[config.mk]
export PLATFORM = sky130hd
export DESIGN_NAME = dtm_timer_core
export DESIGN_NICKNAME = d
export VERILOG_FILES = /design/src/rtl/dtm_pkg.sv /design/src/rtl/dtm_prescaler.sv /design/src/rtl/dtm_counter.sv /design/src/rtl/dtm_regs.sv /design/src/rtl/dtm_timer_core.sv
export SDC_FILE = /design/constraint.sdc
export NUM_CORES = 1
export LEC_CHECK = 0
export BUFFER_PORTS_ARGS = -buffer_cell sky130_fd_sc_hd__buf_2
export CAP_MARGIN = 20
export CORE_MARGIN = 5
export CORE_UTILIZATION = 55
export CTS_BUF_LIST = sky130_fd_sc_hd__clkbuf_4 sky130_fd_sc_hd__clkbuf_8
export DETAILED_ROUTE_END_ITERATION = 16
export GPL_TIMING_DRIVEN = 0
export PLACE_DENSITY = 0.79
export SLEW_MARGIN = 10
export SYNTH_ARGS = -nofsm -noshare
export SYNTH_HDL_FRONTEND = slang
export SYNTH_HIERARCHICAL = 1
export SYNTH_SLANG_ARGS = --single-unit
[constraint.sdc]
create_clock -name clk -period 2.7 [get_ports clk]
set_clock_uncertainty 0.15 [all_clocks]
set_input_delay 0.675 -clock clk [delete_from_list [all_inputs] [get_ports clk]]
set_output_delay 0.675 -clock clk [all_outputs]
set_load 0.1 [all_outputs]
[src/rtl/dtm_pkg.sv]
package dtm_pkg;
  localparam int REG_W   = 32;
  localparam int CTRL_W  = 8;
  localparam int PHASE_W = 8;
  localparam int HALF_W  = REG_W / 2;

  typedef enum logic [2:0] {
    OFF_LOAD   = 3'd0,
    OFF_VALUE  = 3'd1,
    OFF_CTRL   = 3'd2,
    OFF_ICLR   = 3'd3,
    OFF_RAW    = 3'd4,
    OFF_MSK    = 3'd5,
    OFF_BGLOAD = 3'd6
  } reg_off_e;

  localparam int CB_ONESHOT  = 0;
  localparam int CB_WIDE     = 1;
  localparam int CB_PSC_LO   = 2;
  localparam int CB_IE       = 5;
  localparam int CB_PERIODIC = 6;
  localparam int CB_RUN      = 7;

  localparam logic [CTRL_W-1:0] CTRL_RESET = 8'h20;

  function automatic logic [PHASE_W-1:0] psc_last(input logic [1:0] sel);
    case (sel)
      2'b01:   psc_last = PHASE_W'(15);
      2'b10:   psc_last = PHASE_W'(255);
      default: psc_last = '0;
    endcase
  endfunction

  function automatic logic [REG_W-1:0] wrap_max(input logic wide);
    wrap_max = wide ? {REG_W{1'b1}} : {{HALF_W{1'b0}}, {HALF_W{1'b1}}};
  endfunction

  function automatic logic [REG_W-1:0] count_view(input logic [REG_W-1:0] c, input logic wide);
    count_view = wide ? c : {{HALF_W{1'b0}}, c[HALF_W-1:0]};
  endfunction

  function automatic logic [REG_W-1:0] step_down(input logic [REG_W-1:0] c, input logic wide);
    logic [HALF_W-1:0] lo;
    lo = c[HALF_W-1:0] - HALF_W'(1);
    step_down = wide ? (c - REG_W'(1)) : {c[REG_W-1:HALF_W], lo};
  endfunction
endpackage

[src/rtl/dtm_prescaler.sv]
module dtm_prescaler
  import dtm_pkg::*;
(
  input  logic       clk,
  input  logic       rst_n,
  input  logic       run,
  input  logic       tick_en,
  input  logic [1:0] sel,
  input  logic       restart,
  output logic       ptick
);
  logic [PHASE_W-1:0] phase;
  logic               at_last;

  always_comb begin
    at_last = (phase == psc_last(sel));
    ptick   = run & tick_en & at_last;
  end

  always_ff @(posedge clk) begin
    if (!rst_n)               phase <= '0;
    else if (restart)         phase <= '0;
    else if (run && tick_en)  phase <= at_last ? '0 : phase + PHASE_W'(1);
  end

  AST_PHASE_RESTART: assert property (@(posedge clk) disable iff (!rst_n)
    restart |=> (phase == '0));
endmodule

[src/rtl/dtm_counter.sv]
module dtm_counter
  import dtm_pkg::*;
(
  input  logic             clk,
  input  logic             rst_n,
  input  logic             ptick,
  input  logic             load_wr,
  input  logic             ctrl_wr,
  input  logic [REG_W-1:0] wdata,
  input  logic [REG_W-1:0] limit,
  input  logic             wide,
  input  logic             free,
  input  logic             oneshot,
  output logic [REG_W-1:0] cnt_view,
  output logic             expire
);
  logic [REG_W-1:0] cnt;
  logic             done;
  logic             at_zero;

  always_comb begin
    cnt_view = count_view(cnt, wide);
    at_zero  = (cnt_view == '0);
    expire   = ptick & ~done & at_zero & ~load_wr;
  end

  always_ff @(posedge clk) begin
    if (!rst_n) begin
      cnt  <= {REG_W{1'b1}};
      done <= 1'b0;
    end else begin
      if (load_wr) begin
        cnt <= free ? wrap_max(wide) : wdata;
      end else if (ptick && !done) begin
        if (!at_zero)      cnt <= step_down(cnt, wide);
        else if (!oneshot) cnt <= free ? wrap_max(wide) : limit;
      end
      if (load_wr || ctrl_wr)      done <= 1'b0;
      else if (expire && oneshot)  done <= 1'b1;
    end
  end

  AST_LOAD_IMMEDIATE: assert property (@(posedge clk) disable iff (!rst_n)
    (load_wr && !free) |=> (cnt == $past(wdata)));
  AST_IDLE_HOLD: assert property (@(posedge clk) disable iff (!rst_n)
    (!ptick && !load_wr) |=> $stable(cnt));
  AST_FREE_WRAP: assert property (@(posedge clk) disable iff (!rst_n)
    (expire && free) |=> (cnt == wrap_max($past(wide))));
  AST_ONESHOT_HALT: assert property (@(posedge clk) disable iff (!rst_n)
    (done && !load_wr) |=> $stable(cnt));
endmodule

[src/rtl/dtm_regs.sv]
module dtm_regs
  import dtm_pkg::*;
(
  input  logic              clk,
  input  logic              rst_n,
  input  logic              wr_en,
  input  logic [2:0]        addr,
  input  logic [REG_W-1:0]  wdata,
  input  logic              expire,
  input  logic [REG_W-1:0]  cnt_view,
  output logic [CTRL_W-1:0] ctrl,
  output logic [REG_W-1:0]  limit,
  output logic              raw,
  output logic              load_wr,
  output logic              ctrl_wr,
  output logic [REG_W-1:0]  rdata
);
  logic bg_wr, clr_wr;

  always_comb begin
    load_wr = wr_en && (addr == OFF_LOAD);
    ctrl_wr = wr_en && (addr == OFF_CTRL);
    bg_wr   = wr_en && (addr == OFF_BGLOAD);
    clr_wr  = wr_en && (addr == OFF_ICLR);
  end

  always_ff @(posedge clk) begin
    if (!rst_n) begin
      ctrl  <= CTRL_RESET;
      limit <= '0;
      raw   <= 1'b0;
    end else begin
      if (ctrl_wr)              ctrl  <= wdata[CTRL_W-1:0];
      if (load_wr || bg_wr)     limit <= wdata;
      if (expire)               raw   <= 1'b1;
      else if (clr_wr)          raw   <= 1'b0;
    end
  end

  always_comb begin
    case (addr)
      OFF_LOAD, OFF_BGLOAD: rdata = limit;
      OFF_VALUE:            rdata = cnt_view;
      OFF_CTRL:             rdata = {{(REG_W-CTRL_W){1'b0}}, ctrl};
      OFF_RAW:              rdata = {{(REG_W-1){1'b0}}, raw};
      OFF_MSK:              rdata = {{(REG_W-1){1'b0}}, raw & ctrl[CB_IE]};
      default:              rdata = '0;
    endcase
  end

  AST_RAW_SET: assert property (@(posedge clk) disable iff (!rst_n)
    expire |=> raw);
  AST_RAW_CLEAR: assert property (@(posedge clk) disable iff (!rst_n)
    (clr_wr && !expire) |=> !raw);
endmodule

[src/rtl/dtm_timer_core.sv]
module dtm_timer_core
  import dtm_pkg::*;
(
  input  logic             clk,
  input  logic             rst_n,
  input  logic             tick_en,
  input  logic             wr_en,
  input  logic [2:0]       addr,
  input  logic [REG_W-1:0] wdata,
  output logic [REG_W-1:0] rdata,
  output logic             irq
);
  logic [CTRL_W-1:0] ctrl;
  logic [REG_W-1:0]  limit, cnt_view;
  logic              raw, load_wr, ctrl_wr, ptick, expire;
  logic              wide, free, oneshot;

  always_comb begin
    wide    = ctrl[CB_WIDE];
    oneshot = ctrl[CB_ONESHOT];
    free    = ~ctrl[CB_PERIODIC] & ~ctrl[CB_ONESHOT];
    irq     = raw & ctrl[CB_IE];
  end

  dtm_regs u_regs (
    .clk(clk), .rst_n(rst_n), .wr_en(wr_en), .addr(addr), .wdata(wdata),
    .expire(expire), .cnt_view(cnt_view), .ctrl(ctrl), .limit(limit),
    .raw(raw), .load_wr(load_wr), .ctrl_wr(ctrl_wr), .rdata(rdata)
  );

  dtm_prescaler u_psc (
    .clk(clk), .rst_n(rst_n), .run(ctrl[CB_RUN]), .tick_en(tick_en),
    .sel(ctrl[CB_PSC_LO+1:CB_PSC_LO]), .restart(ctrl_wr), .ptick(ptick)
  );

  dtm_counter u_cnt (
    .clk(clk), .rst_n(rst_n), .ptick(ptick), .load_wr(load_wr),
    .ctrl_wr(ctrl_wr), .wdata(wdata), .limit(limit), .wide(wide),
    .free(free), .oneshot(oneshot), .cnt_view(cnt_view), .expire(expire)
  );

  AST_TICK_NEEDS_RUN: assert property (@(posedge clk) disable iff (!rst_n)
    ptick |-> (ctrl[CB_RUN] && tick_en));
endmodule

==> results of run 1 <==
==> cell type report <==
| type | instances | share of cell area (%) |
|---|---|---|
| inverter | 8 | 0.398 |
| multi-input combinational | 532 | 53.0 |
| timing repair buffer | 91 | 12.2 |
| clock buffer | 11 | 2.00 |
| clock inverter | 5 | 1.33 |
| tap | 133 | 2.20 |
| sequential | 82 | 21.9 |
| buffer | 68 | 7.01 |
==> placed cells by master, fill, tap and decap left out, types with 6 or more instances in the layout <==
cell type,n
a21boi_0,16
a21oi_1,18
a22o_1,16
a22o_4,20
a22oi_1,7
a31oi_1,9
and2_1,17
buf_12,21
buf_2,37
buf_4,36
buf_6,19
buf_8,12
clkbuf_1,24
clkbuf_8,12
dfxtp_1,75
inv_1,7
mux2i_1,42
nand2_1,102
nand3_1,9
nand4_1,13
nor2_1,35
nor2b_1,10
nor3_1,24
nor4_1,6
nor4_4,6
o211ai_1,11
o21ai_0,30
o21ai_4,6
o221ai_1,15
o31ai_2,6
or4_4,6
xnor2_1,18
xor2_1,12
==> stage by stage <==
step	TNS, ns	hold slack (ns)	power (µW)
4_1_cts	-0.000518	0.337	3130
3_5_place_dp	-42.12	0.322	1930
6_report	-0.00277	0.336	3160
5_1_grt	-0.457	0.355	3280
3_3_place_gp	-39.48	0.311	1910
2_1_floorplan	-0.600	0.295	1770
==> routing by layer <==
layer | global-route usage (%) | share of wire, % | vias up
met5 | 0 | 0 | -
met4 | 18.5 | 5.2 | 0
met3 | 7.57 | 9.5 | 94
met2 | 56.0 | 48 | 394
met1 | 38.5 | 38 | 2876
li1 | - | - | 2725
==> synth_stat cells (16+ instances only) <==
library cell    n
a21boi_0       16
a21oi_1        18
a22o_1         40
and2_1         17
buf_4          16
clkbuf_1       36
dfxtp_1        82
mux2i_1        42
nand2_1       105
nor2_1         37
nor3_1         28
o21ai_0        42
xnor2_1        18
==> power groups by stage <==
stage / Sequential, µW / Combinational [µW] / Clock, µW
6_report: 1340 / 684 / 1140
5_1_grt: 1350 / 715 / 1220
4_1_cts: 1330 / 648 / 1150
3_5_place_dp: 1360 / 570 / 0
3_3_place_gp: 1360 / 557 / 0
2_1_floorplan: 1340 / 437 / 0
==> registers in the layout (all words and copies together) (netlist names) <==
register      flops
u_cnt/cnt        32
u_cnt/done        1
u_psc/phase       8
u_regs/ctrl       8
u_regs/limit     32
u_regs/raw        1
==> what timing repair did <==
item                       in CTS  in global routing
buffers inserted                7                 13
setup endpoints to repair      65                 62
gates cloned                    0                  1
pin swaps                       3                 15
gates resized for setup       163                 57
==> worst max-delay path by stage <==
stage                               end  depth (start not counted)  slack [ns]            from
final                     u_cnt/cnt[30]                          7      -0.003   u_cnt/cnt[11]
after global routing      u_cnt/cnt[26]                         11       -0.05  u_regs/ctrl[2]
after detailed placement  u_cnt/cnt[13]                          9       -0.86         addr[0]
after floorplan                rdata[7]                          5       -0.20         addr[1]
after CTS                  u_cnt/cnt[4]                         10     -0.0005    u_cnt/cnt[8]
after global placement         rdata[1]                          7       -0.83         addr[0]
==> cells by family after synthesis <==
family	share of synthesized area, %
xor gates and xnor gates	5.07
DFF	29.8
AOI/OAI and AO/OA	24.5
adders and majority gates	0.910
muxes	7.84
buffers and inverters	7.80
and+or+nand+nor	24.0
==> critical path, stage by stage (launching register included) <==
cell and delay, ns:
dfxtp_4 0.36, or4_4 0.60, or4_4 0.57, buf_12 0.16, nor4_4 0.22, xnor2_1 0.15
o221ai_1 0.15, a22o_1 0.23
==> flow_summary.json, run 1 <==
{
  "outcome": "finished with violations",
  "violations": "setup timing",
  "cell_internal_pwr_uw": 2200,
  "firstDrtPassIters": 5,
  "clock_latency_ns": 0.39,
  "grt_usage_pct": 33.1,
  "tightest_slew_ns": 0.713,
  "synthArstFlopShare_pct": 0,
  "drv_slew": 0,
  "cts.htree.levels": 3,
  "dieArea_um2": 12100,
  "synth-seq-cells": 82,
  "finalHoldViolations": 0,
  "gp_congestion": 1.00,
  "synth_top_area_share_pct": 29.8,
  "io_buffers": 70,
  "clk_pin_slew_ns": 0.09,
  "dr_total_vias": 6089,
  "min_path_type": "reg -> reg",
  "final_cells": 930,
  "r2r_cells": 7,
  "multi_input_area_um2": 4000,
  "hpwl_um": 13600,
  "die_height_um": 110,
  "finalSetupViolCount": 1,
  "holdPathEnd": "u_regs/limit[27]",
  "nNetsFinal": 835,
  "grt_pass1_wl_um": 30900,
  "fin_crit_sh_pct": 100,
  "syn_nets": 735,
  "grt_max_degree": 14,
  "diodes": 0,
  "fp.coreArea_um2": 9770,
  "timing.final.ws_setup_ns": -0.00277,
  "finalWirelength_um": 20000,
  "seqPwrFrac_pct": 42.4,
  "die_x_um": 110,
  "final-seq-area_um2": 1660,
  "max_cap_violations": 0,
  "num-fill-cells": 695,
  "antenna_found_initial": 0,
  "pwr-share-clk_pct": 36.0,
  "vias_per_cell": 6.55,
  "grt-ovfl-total": 0,
  "ys_types": 61,
  "powerDensity_nw_per_um2": 419,
  "synth_top_cell_by_area": "dfxtp_1",
  "yosysWarningCount": 6,
  "hold_depth": 2,
  "drt-initial-drc-count": 561,
  "drc_errors": 0,
  "p_comb_share_pct": 21.6,
  "postPlaceCellArea_um2": 6320,
  "pre_cts_slack_ns": -0.862,
  "crit_fanout": 7,
  "r2r_slack_ns": -0.003,
  "cts_hold_buffers": 0,
  "cts_tree": "done",
  "synth_ff_type": "dfxtp_1",
  "synth_edf_count": 0,
  "start_util_pct": 56.3,
  "drtAntennaViolNets": 0,
  "layout-drive-gt1-share_pct": 30.4,
  "p_sw_share_pct": 30.5,
  "cp-start-kind": "flop",
  "timing.final.crit_period_ns": 2.70,
  "synth_seq_area_share_pct": 29.8,
  "min-delay-start": "u_regs/limit[27]",
  "syn_area_um2": 5500,
  "r2r_end": "u_cnt/cnt[30]",
  "max_slew_margin_pct": 52.0,
  "io_pins": 72,
  "required_ns": 2.82,
  "first_global_vias": 6121,
  "syn_area_per_cell_um2": 7.95,
  "worst_ep_arrival_time_ns": 2.82,
  "synthCells": 692,
  "area_growth_pct": 37.2,
  "cts-root-buf": "clkbuf_8",
  "fmax_mhz": 370,
  "placementRows": 36,
  "cts.sink_count": 82,
  "vdd_drop_max_uv": 385,
  "utilization_pct": 77.3,
  "crit_type": "reg -> reg",
  "ctsLongestPathBuffers": 2,
  "dp.cells": 895,
  "end_kind": "flop",
  "p_switching_uw": 965,
  "cts_buffers": 9,
  "fin_area_um2": 7550,
  "p_leak_uw": 0.00298,
  "detail_route.wl_per_cell_um": 21.6,
  "synthTopCellsByArea": "dfxtp_1, mux2i_1, nand2_1",
  "r2r-start": "u_cnt/cnt[11]"
}
(Power assumes the default switching activity.)
==> run 2, diff against run 1 <==
Settings changed: CTS_BUF_LIST sky130_fd_sc_hd__clkbuf_4 sky130_fd_sc_hd__clkbuf_8 to sky130_fd_sc_hd__clkbuf_8, RECOVER_POWER from default to 50, SLEW_MARGIN 10 to default.
==> flow_summary.json, run 2 (synthesized netlist as in run 1, its figures left out) <==
{
  "outcome": "finished clean",
  "drt-initial-drc-count": 487,
  "required_ns": 2.83,
  "fmax_mhz": 372,
  "drtAntennaViolNets": 0,
  "vdd_drop_max_uv": 397,
  "start_util_pct": 56.3,
  "p_switching_uw": 965,
  "r2r-start": "u_cnt/cnt[9]",
  "end_kind": "flop",
  "first_global_vias": 6121,
  "p_leak_uw": 0.00297,
  "cts.htree.levels": 3,
  "cts_tree": "done",
  "crit_fanout": 7,
  "cp_common_cell": "or4_4",
  "hpwl_um": 13600,
  "utilization_pct": 77.2,
  "worst_ep_arrival_time_ns": 2.82,
  "dr_total_vias": 6089,
  "critPathMaxStageDelay_ns": 0.59,
  "io_pins": 72,
  "diodes": 0,
  "min_path_type": "reg -> reg",
  "die_x_um": 110,
  "cp-start-kind": "flop",
  "cell_internal_pwr_uw": 2190,
  "firstDrtPassIters": 5,
  "startpoint": "u_cnt/cnt[9]",
  "io_buffers": 70,
  "total_power_uw": 3160,
  "placementRows": 36,
  "clk_pin_slew_ns": 0.08,
  "p_sw_share_pct": 30.5,
  "p_comb_share_pct": 21.6,
  "powerDensity_nw_per_um2": 419,
  "pwr-share-clk_pct": 36.0,
  "cp_slowest_cell": "or4_4",
  "grt_usage_pct": 33.1,
  "cts_buffers": 9,
  "max_cap_violations": 0,
  "drc_errors": 0,
  "cts_hold_buffers": 0,
  "layout-drive-gt1-share_pct": 30.1,
  "fp.coreArea_um2": 9770,
  "cts-root-buf": "clkbuf_8",
  "critical_path.cell_chain": "or4_4, or4_4, buf_12, nor4_4, xnor2_1, o221ai_1, a22o_1",
  "vias_per_cell": 6.55,
  "finalWirelength_um": 20000,
  "grt-ovfl-total": 0,
  "seqPwrFrac_pct": 42.4,
  "final_common_cell": "nand2_1",
  "timing.final.crit_period_ns": 2.69,
  "clock_latency_ns": 0.39,
  "finalSetupViolCount": 0,
  "area_growth_pct": 37.1,
  "detail_route.wl_per_cell_um": 21.6,
  "cts.sink_count": 82,
  "ctsLongestPathBuffers": 2,
  "cp.buffers_inverters": 1,
  "crit_family": "simple AND/OR/NAND/NOR gates",
  "dieArea_um2": 12100,
  "gp_congestion": 1.00,
  "top_regs": "u_cnt/cnt x32, u_regs/limit x32",
  "die_height_um": 110,
  "tightest_slew_ns": 0.729,
  "fin_crit_sh_pct": 99.6,
  "grt_max_degree": 14,
  "drv_slew": 0,
  "min-delay-start": "u_regs/limit[27]",
  "grt_pass1_wl_um": 30900,
  "crit_type": "reg -> reg",
  "finalHoldViolations": 0,
  "fin_setup_tns_ns": 0,
  "antenna_found_initial": 0,
  "nNetsFinal": 835,
  "mostFrequentLayoutCells": "nand2_1, dfxtp_1, mux2i_1",
  "max_slew_margin_pct": 51.4
}
[run 2: repair_timing]
item | in CTS | in global routing
setup buffers | 7 | 13
gates resized for setup | 163 | 57
cloned | 0 | 1
pin swaps | 3 | 15
endpoints found under the setup margin | 65 | 62
[run 2: power by group through the flow]
| stage | combinational [µW] | clock, µW | sequential, µW |
|---|---|---|---|
| floorplan | 437 | 0 | 1340 |
| global placement | 557 | 0 | 1360 |
| detailed placement | 570 | 0 | 1360 |
| CTS | 648 | 1150 | 1330 |
| global route | 714 | 1220 | 1350 |
| finish | 684 | 1140 | 1340 |
[run 2: worst paths after layout]
| path | end | slack, ns | cells past startpoint |
|---|---|---|---|
| worst max-delay path | u_cnt/cnt[30] | 0.01 | 7 |
| worst min-delay path | u_regs/limit[27] | 0.34 | 2 |
| worst max register to register | u_cnt/cnt[30] | 0.01 | 7 |
| worst min register to register | u_regs/limit[27] | 0.34 | 2 |
[run 2: per-stage QoR]
stage / hold WS [ns] / cell area, µm² / instances / setup slack (ns)
final: 0.340 / 7540 / 930 / 0.00988
after global routing: 0.355 / 7540 / 930 / -0.0547
after CTS: 0.337 / 7250 / 917 / -0.000518
after detailed placement: 0.322 / 6320 / 895 / -0.862
after global placement: 0.311 / 6320 / 895 / -0.829
after floorplan: 0.295 / 5800 / 692 / -0.199
[run 2: layout make-up]
type	count	area, µm²
multi-input combinational	532	4000
fill	695	2230
sequential	82	1660
timing repair buffer	91	915
buffer	68	528
tap	133	166
clock buffer	11	151
clock inverter	5	100
inverter	8	30.0
[run 2: tightest hold or removal path, stage by stage, from the launching register on]
cell	delay, ns
dfxtp_1	0.33
nand2_1	0.06
mux2i_1	0.05
[run 2: layer usage]
layer  GRT usage [%]  vias to the layer above  wire length [µm]
met5               0                        -                 0
met4            18.5                        0               923
met3            7.57                       90              1790
met2            56.0                      403              9650
met1            38.5                     2866              7680
li1                -                     2730                 -
==> run 3, diff against run 2 <==
Settings changed: CORE_ASPECT_RATIO from default to 0.8, REMOVE_ABC_BUFFERS from default to 1.
==> flow_summary.json, run 3 (synthesized netlist as in run 1, its figures left out) <==
{
  "critical_path.cell_chain": "buf_12, xnor2_4, buf_12, and2_4, a22o_1, buf_12",
  "r2r-start": "u_cnt/cnt[26]",
  "worst_ep_arrival_time_ns": 1.88,
  "r2r_end": "u_cnt/cnt[20]",
  "timing.final.crit_period_ns": 2.71,
  "dr_total_vias": 5923,
  "cts.htree.levels": 3,
  "first_global_vias": 5658,
  "cts_tree": "done",
  "hpwl_um": 10800,
  "timing.final.ws_setup_ns": -0.00548,
  "max_cap_violations": 0,
  "layout-drive-gt1-share_pct": 24.9,
  "die_height_um": 99.5,
  "crit_family": "buffers and inverters",
  "grt-ovfl-total": 0,
  "cts.sink_count": 82,
  "total_power_uw": 2960,
  "min_path_type": "reg -> reg",
  "drtAntennaViolNets": 0,
  "critPathMaxStageDelay_ns": 0.29,
  "mostFrequentLayoutCells": "nand2_1, dfxtp_1, mux2i_1",
  "nNetsFinal": 782,
  "cp.buffers_inverters": 3,
  "powerDensity_nw_per_um2": 430,
  "cts-root-buf": "clkbuf_8",
  "clk_pin_slew_ns": 0.09,
  "p_leak_uw": 0.00261,
  "grt_pass1_wl_um": 28300,
  "fp.coreArea_um2": 9690,
  "finalWirelength_um": 18400,
  "outcome": "finished with violations",
  "holdPathEnd": "u_regs/limit[28]",
  "utilization_pct": 70.9,
  "fmax_mhz": 370,
  "min-delay-start": "u_regs/limit[28]",
  "clock_latency_ns": 0.37,
  "cts_hold_buffers": 0,
  "r2r_slack_ns": 0.03,
  "io_pins": 72,
  "r2r_cells": 8,
  "dieArea_um2": 12100,
  "crit_type": "in -> out",
  "violations": "setup timing",
  "final_common_cell": "nand2_1",
  "gp_congestion": 0.932,
  "num-fill-cells": 754,
  "fin_crit_sh_pct": 100,
  "detail_route.wl_per_cell_um": 21.0,
  "die_x_um": 122,
  "required_ns": 1.88,
  "placementRows": 32,
  "antenna_found_initial": 0,
  "diodes": 0,
  "start_util_pct": 56.8,
  "grt_usage_pct": 28.6,
  "cp_slowest_cell": "xnor2_4",
  "finalSetupViolCount": 1,
  "grt_setup_unrepaired": "yes",
  "vias_per_cell": 6.73,
  "max_slew_margin_pct": 50.0,
  "top_regs": "u_cnt/cnt x32, u_regs/limit x32",
  "area_growth_pct": 24.9,
  "drt-initial-drc-count": 812,
  "end_kind": "output pin",
  "vdd_drop_max_uv": 340,
  "cp-start-kind": "input pin",
  "io_buffers": 71,
  "tightest_slew_ns": 0.743,
  "drv_slew": 0,
  "hold_depth": 2,
  "firstDrtPassIters": 6,
  "drc_errors": 0,
  "crit_fanout": 7,
  "finalHoldViolations": 0,
  "cp_common_cell": "buf_12",
  "ctsLongestPathBuffers": 2,
  "pre_cts_slack_ns": -1.27,
  "grt_max_degree": 109,
  "cts_buffers": 9
}
## run 3: area by class of cell
type | count | area [µm²] | share of cell area (%)
well taps | 136 | 170 | 2.48
inverters | 8 | 42.5 | 0.619
multi-input cells | 535 | 3790 | 55.1
flip-flops and latches | 82 | 1650 | 24.0
clock inverters | 6 | 81.3 | 1.18
clock buffers | 10 | 138 | 2.00
repair buffers | 103 | 1000 | 14.6
## run 3: stage by stage
stage	hold WS [ns]	cell area (µm²)	setup TNS (ns)	cells
finish	0.328	6870	-0.00548	880
global route	0.357	6870	-0.302	880
CTS	0.329	6420	0	861
detailed placement	0.315	5750	-47.34	834
global placement	0.306	5630	-208.42	829
floorplan	0.295	5100	-91.95	622
## run 3: worst max-delay path by stage
| stage | cells past startpoint | end | start |
|---|---|---|---|
| 6_report | 6 | rdata[18] | addr[2] |
| 5_1_grt | 6 | u_cnt/cnt[13] | u_cnt/cnt[2] |
| 4_1_cts | 6 | u_cnt/cnt[30] | u_cnt/cnt[8] |
| 3_5_place_dp | 9 | u_cnt/cnt[1] | addr[0] |
| 3_3_place_gp | 4 | rdata[17] | addr[0] |
| 2_1_floorplan | 3 | rdata[1] | addr[2] |
## run 3: worst register-to-register path: cells and delay by family, from the launching register on
kind / cells / cell delay [ns]
AND/OR/NAND/NOR: 3 / 1.07
AO/OA/AOI/OAI: 3 / 0.63
flip-flops: 1 / 0.36
buffers and inverters: 2 / 0.34
## run 3: repair_timing
item,4_1_cts,5_1_grt
setup endpoints to repair,64,58
buffers inserted,9,16
gates cloned,2,3
resized for setup,100,65
pin swaps,8,14
## run 3: power by group
group	leakage [µW]	internal (µW)	switching, µW
combinational	0.00183	226	377
sequential	0.000667	1260	83.0
clock	0.000113	540	468
## run 3: metal layers
layer | share of wire [%] | vias to the layer above | GRT usage (%)
met3 | 12 | 87 | 6.71
met2 | 44 | 428 | 44.1
met4 | 3.7 | 0 | 10.9
met5 | 0 | - | 0
li1 | - | 2619 | -
met1 | 40 | 2789 | 38.9
